<file path="src/rtl/abr_pkg.sv">
`timescale 1ns/1ps
package abr_pkg;
  typedef enum logic [1:0] {
    ABR_OFF  = 2'd0,
    ABR_HUNT = 2'd1,
    ABR_MEAS = 2'd2
  } abr_state_e;
endpackage

</file>
<file path="src/rtl/abr_fall_detect.sv">
`timescale 1ns/1ps
module abr_fall_detect (
  input  logic clk,
  input  logic rst_n,
  input  logic rx,
  output logic fall
);
  logic rx_q;

  // idle line is high, so reset the history to 1
  always_ff @(posedge clk or negedge rst_n) begin
    if (!rst_n) rx_q <= 1'b1;
    else        rx_q <= rx;
  end

  assign fall = rx_q & ~rx;
endmodule

</file>
<file path="src/rtl/abr_tick_timer.sv">
`timescale 1ns/1ps
module abr_tick_timer #(
  parameter int CNT_W = 10
) (
  input  logic             clk,
  input  logic             rst_n,
  input  logic             run,
  input  logic             restart,
  input  logic             tick,
  output logic [CNT_W-1:0] cnt,
  output logic             ovf
);
  localparam logic [CNT_W-1:0] CNT_MAX = '1;
  localparam logic [CNT_W-1:0] CNT_ONE = {{(CNT_W-1){1'b0}}, 1'b1};

  // overrun: one more tick would not fit and no edge closes the span
  assign ovf = run & ~restart & tick & (cnt == CNT_MAX);

  always_ff @(posedge clk or negedge rst_n) begin
    if (!rst_n)                       cnt <= '0;
    else if (restart)                 cnt <= {{(CNT_W-1){1'b0}}, tick};
    else if (!run)                    cnt <= '0;
    else if (tick && cnt != CNT_MAX)  cnt <= cnt + CNT_ONE;
  end
endmodule

</file>
<file path="src/rtl/abr_seq.sv">
`timescale 1ns/1ps
module abr_seq #(
  parameter int MEAS_N = 4
) (
  input  logic clk,
  input  logic rst_n,
  input  logic arm,
  input  logic fall,
  input  logic ovf,
  output logic en,
  output logic run,
  output logic meas_evt,
  output logic last_evt
);
  import abr_pkg::*;

  localparam int MN_W = (MEAS_N > 1) ? $clog2(MEAS_N) : 1;
  localparam logic [MN_W-1:0] MN_LAST = MN_W'(MEAS_N - 1);

  abr_state_e      st;
  logic [MN_W-1:0] mcnt;

  assign en       = (st != ABR_OFF);
  assign run      = (st == ABR_MEAS);
  assign meas_evt = run & fall;
  assign last_evt = meas_evt & (mcnt == MN_LAST);

  always_ff @(posedge clk or negedge rst_n) begin
    if (!rst_n) begin
      st   <= ABR_OFF;
      mcnt <= '0;
    end else begin
      unique case (st)
        ABR_OFF:  if (arm) st <= ABR_HUNT;
        ABR_HUNT: if (fall) begin
                    st   <= ABR_MEAS;
                    mcnt <= '0;
                  end
        ABR_MEAS: if (ovf || last_evt) st <= ABR_OFF;
                  else if (meas_evt)   mcnt <= mcnt + 1'b1;
        default:  st <= ABR_OFF;
      endcase
    end
  end
endmodule

</file>
<file path="src/rtl/abr_detector.sv">
`timescale 1ns/1ps
module abr_detector #(
  parameter int          CNT_W   = 10,
  parameter int          DIV_W   = 10,
  parameter int          MEAS_N  = 4,
  parameter logic [9:0]  DIV_RST = 10'd0
) (
  input  logic               clk,
  input  logic               rst_n,
  input  logic               rx,
  input  logic               tick,
  input  logic               arm,
  input  logic               ie,
  input  logic               done_clr,
  input  logic               err_clr,
  input  logic               ival_zero,
  input  logic               div_wr,
  input  logic [DIV_W-1:0]   div_wdata,
  output logic               en,
  output logic [CNT_W-2:0]   ival,
  output logic [DIV_W-1:0]   div_out,
  output logic               done,
  output logic               err,
  output logic               irq
);
  localparam int IVAL_W = CNT_W - 1;

  // one span of the sync pattern covers two bit times
  function automatic logic [IVAL_W-1:0] bit_time(input logic [CNT_W-1:0] span);
    return span[CNT_W-1:1];
  endfunction

  function automatic logic [DIV_W-1:0] widen(input logic [IVAL_W-1:0] v);
    return DIV_W'(v);
  endfunction

  logic             fall_evt;
  logic             run;
  logic             restart;
  logic             meas_evt;
  logic             last_evt;
  logic             ovf_evt;
  logic [CNT_W-1:0] span_cnt;
  logic [IVAL_W-1:0] ival_next;

  abr_fall_detect u_fall (
    .clk  (clk),
    .rst_n(rst_n),
    .rx   (rx),
    .fall (fall_evt)
  );

  assign restart = fall_evt & en;

  abr_tick_timer #(.CNT_W(CNT_W)) u_timer (
    .clk    (clk),
    .rst_n  (rst_n),
    .run    (run),
    .restart(restart),
    .tick   (tick),
    .cnt    (span_cnt),
    .ovf    (ovf_evt)
  );

  abr_seq #(.MEAS_N(MEAS_N)) u_seq (
    .clk     (clk),
    .rst_n   (rst_n),
    .arm     (arm),
    .fall    (fall_evt),
    .ovf     (ovf_evt),
    .en      (en),
    .run     (run),
    .meas_evt(meas_evt),
    .last_evt(last_evt)
  );

  assign ival_next = bit_time(span_cnt);

  always_ff @(posedge clk or negedge rst_n) begin
    if (!rst_n) begin
      ival    <= '0;
      div_out <= DIV_W'(DIV_RST);
      done    <= 1'b0;
      err     <= 1'b0;
    end else begin
      if (meas_evt)       ival <= ival_next;
      else if (ival_zero) ival <= '0;

      if (last_evt)       div_out <= widen(ival_next);
      else if (div_wr)    div_out <= div_wdata;

      if (meas_evt || ovf_evt) done <= 1'b1;
      else if (done_clr)       done <= 1'b0;

      if (ovf_evt)                    err <= 1'b1;
      else if (done_clr || err_clr)   err <= 1'b0;
    end
  end

  assign irq = done & ie;
endmodule

</file>
<file path="config.mk">
export PLATFORM = sky130hd
export DESIGN_NAME = abr_detector
export DESIGN_NICKNAME = d
export VERILOG_FILES = /design/src/rtl/abr_pkg.sv /design/src/rtl/abr_fall_detect.sv /design/src/rtl/abr_tick_timer.sv /design/src/rtl/abr_seq.sv /design/src/rtl/abr_detector.sv
export SDC_FILE = /design/constraint.sdc
export NUM_CORES = 1
export LEC_CHECK = 0
export ABC_AREA = 1
export BUFFER_PORTS_ARGS = -buffer_cell sky130_fd_sc_hd__buf_4
export CAP_MARGIN = 20
export CORE_UTILIZATION = 40
export DETAILED_ROUTE_END_ITERATION = 8
export GPL_TIMING_DRIVEN = 0
export PLACE_DENSITY = 0.62
export SLEW_MARGIN = 15
export SYNTH_ARGS = -nofsm -noshare
export SYNTH_HDL_FRONTEND = slang
export SYNTH_SLANG_ARGS = --single-unit
</file>
<file path="constraint.sdc">
create_clock -name clk -period 1.8 [get_ports clk]
set_clock_uncertainty 0.05 [all_clocks]
set_input_delay 0.18 -clock clk [delete_from_list [all_inputs] [get_ports clk]]
set_output_delay 0.18 -clock clk [all_outputs]
set_load 0.02 [all_outputs]
</file>
==> reports/results.ini <==
[min_path]
hp-class = in2reg
whs_path_depth = 2

[place]
post-place-ws_ns = 0.254
port_buffers = 42
place_hpwl_um = 2760
gp_congestion = 0.821

[synth]
synth_top_family_by_area = simple AND/OR/NAND/NOR gates
synth_edf_count = 0
yosysUniqueCellTypes = 27
synthXorXnorAreaFrac = 0.00481
ys.flop_type = dfrtp_1
syn_area_um2 = 1820
synthSimpleGateAreaFrac = 0.287
synthCells = 228
yosysSeqAreaShare = 0.496
synth_compound_area_frac = 0.0900
synthesis.nets = 250
synthAdderAreaFrac = 0.0137
syn_avg_cell_area_um2 = 7.98
synthArstFlopShare = 1.00
synthMuxAreaShare = 0
synth_warnings = 0
yosys_register_bits = 36

[sta]
max-slew-margin-rel = 0.693
fin_ws_ns = 0.166
finalCritPeriodShare = 0.908
finalSetupViolCount = 0
max_freq_ghz = 0.612
drv_slew = 0
grt_setup_unrepaired = false
tightest_slew_ns = 0.461
min_period_ns = 1.63
fin_tns_setup_ns = 0
finalHoldViolations = 0

[floorplan]
die_width_um = 69.5
num_rows = 24
dieArea_um2 = 4820
dieHeight_um = 69.5
initial_utilization = 0.418
ios = 43
core_area_um2 = 4350

[finish]
fin_nets = 301
mostFrequentLayoutCell = nand2_1
num_antenna_cells = 0
final_cell_mix = 57 x nand2_1, 42 x inv_1, 42 x buf_4
nFillCells = 421
drive_above_1_share = 0.264
area_growth_pct = 26.9

[grt]
grt_remaining_overflow = 0
grt_pass1_wl_um = 6240
grt_max_degree = 37
antenna_found_initial = 0
grt_pass1_vias = 1410
grt.total_usage = 0.166

[setup_path]
crit_type = in2reg
cp_slowest_cell = dlygate4sd3_1
start_kind = input port
r2r_cells = 6
critical_path.top_delay_family = buffers and inverters
worst-endpoint-arrival_ns = 1.76
critPathCaptureType = flip-flop
crit_chain = dlygate4sd3_1 -> buf_4 -> inv_1 -> nand2_2 -> nor2_4 -> nand2_2 -> buf_2 -> o21ai_0 -> inv_1
path_buf_inv = 5
slowest_delay_ns = 0.54
worst_ep_required_time_ns = 1.92
crit_cells = 9
crit_fanout = 10

[route]
num_vias = 1553
drc = 0
wl_per_cell_um = 11.0
firstDrtPassIters = 4
wl_um = 3640
vias_per_cell = 4.68
ant_nets = 0
drt_iter0_drc = 34

[pwr]
ir_worst_vdd_uv = 462
p_per_area_nw_per_um2 = 879
switching_share = 0.311
power_frac_seq = 0.464
power.net_switching_uw = 631
combPwrFrac = 0.250
p_leak_uw = 0.00119
internal-power_uw = 1400
clkPwrFrac = 0.286

[clocking]
clock_latency_ns = 0.29
htreeDepth = 2
root_buffer = clkbuf_8
clock-sinks = 36
path_clk_slew_ns = 0.07
postCtsSetupBuffers = 0
cts_buffers = 5
cts_tree = yes
clock_path_buffers = 2

[job]
cap_violations = 0

[run_status]
status = completed

[power groups by stage]
stage          logic, uW  registers [uW]  clock network (uW)
2_1_floorplan        301             986                   0
3_3_place_gp         505             957                   0
3_5_place_dp         514             959                   0
4_1_cts              519             944                 600
5_1_grt              576             948                 645
6_report             508             942                 581
[through the flow]
step / power (uW) / hold WS (ns) / util / cell area, um^2 / instances
floorplan: 1290 / -0.166 / - / 1820 / 228
CTS: 2060 / 0.0561 / 0.531 / 2310 / 332
detailed placement: 1470 / 0.115 / 0.505 / 2200 / 322
finish: 2030 / 0.0603 / 0.531 / 2310 / 332
global route: 2170 / 0.0508 / 0.531 / 2310 / 332
global placement: 1460 / 0.115 / 0.505 / 2200 / 322
[cells by family after synthesis]
| kind of cell | after synthesis |
|---|---|
| and+or+nand+nor | 108 |
| buffers and inverters | 51 |
| DFF | 36 |
| AOI/OAI and AO/OA | 30 |
| adders and majority gates | 2 |
| xor gates and xnor gates | 1 |
[Yosys cell counts (3+ instances only)]
cell | n | area [um^2]
nand2_1 | 57 | 214
inv_1 | 42 | 158
dfrtp_1 | 35 | 876
nand3_1 | 18 | 90.1
o21ai_0 | 12 | 60.1
o22ai_1 | 9 | 56.3
nand2_2 | 8 | 50.1
nor2_1 | 7 | 26.3
nand4_1 | 5 | 31.3
nor2_2 | 5 | 31.3
a21oi_1 | 4 | 20.0
o21ai_1 | 4 | 20.0
nor2_4 | 3 | 33.8
[repair_timing]
item	4_1_cts	5_1_grt
endpoints found under the hold margin	36	0
gates resized for setup	0	1
setup endpoints to repair	0	1
hold buffers	2	0
[layout make-up]
cell class,instances,area [um^2],share of cell area
clock buffer,8,90.1,0.0390
sequential,36,902,0.390
inverter,48,184,0.0796
multi-input combinational,141,721,0.312
tap,52,65.1,0.0282
buffer,3,13.8,0.00596
timing repair buffer,44,335,0.145
[state kept, by name (all words and copies together) (netlist names)]
name,cells
div_out,10
done,1
err,1
ival,9
u_fall.rx_q,1
u_seq.mcnt,2
u_seq.st,2
u_timer.cnt,10
[path summary, 6_finish.rpt]
path | start | endpoint | slack, ns
worst min-delay path | done_clr | done | 0.06
min in group asynchronous | rst_n | err | 0.34
worst min register to register | err | err | 0.44
worst max-delay path | rx | div_out[7] | 0.17
max in group asynchronous | rst_n | u_fall.rx_q | 1.01
worst max register to register | u_fall.rx_q | div_out[7] | 0.26
[per-layer routing]
layer / share of wire / track usage / wire length, um / vias up
met4: 0.016 / 0.0612 / 57 / 0
met1: 0.49 / 0.219 / 1800 / 686
li1: - / - / - / 815
met5: 0 / 0 / 0 / -
met3: 0.058 / 0.0523 / 212 / 6
met2: 0.43 / 0.255 / 1580 / 46
No activity file was read; power rests on OpenSTA's default activity.
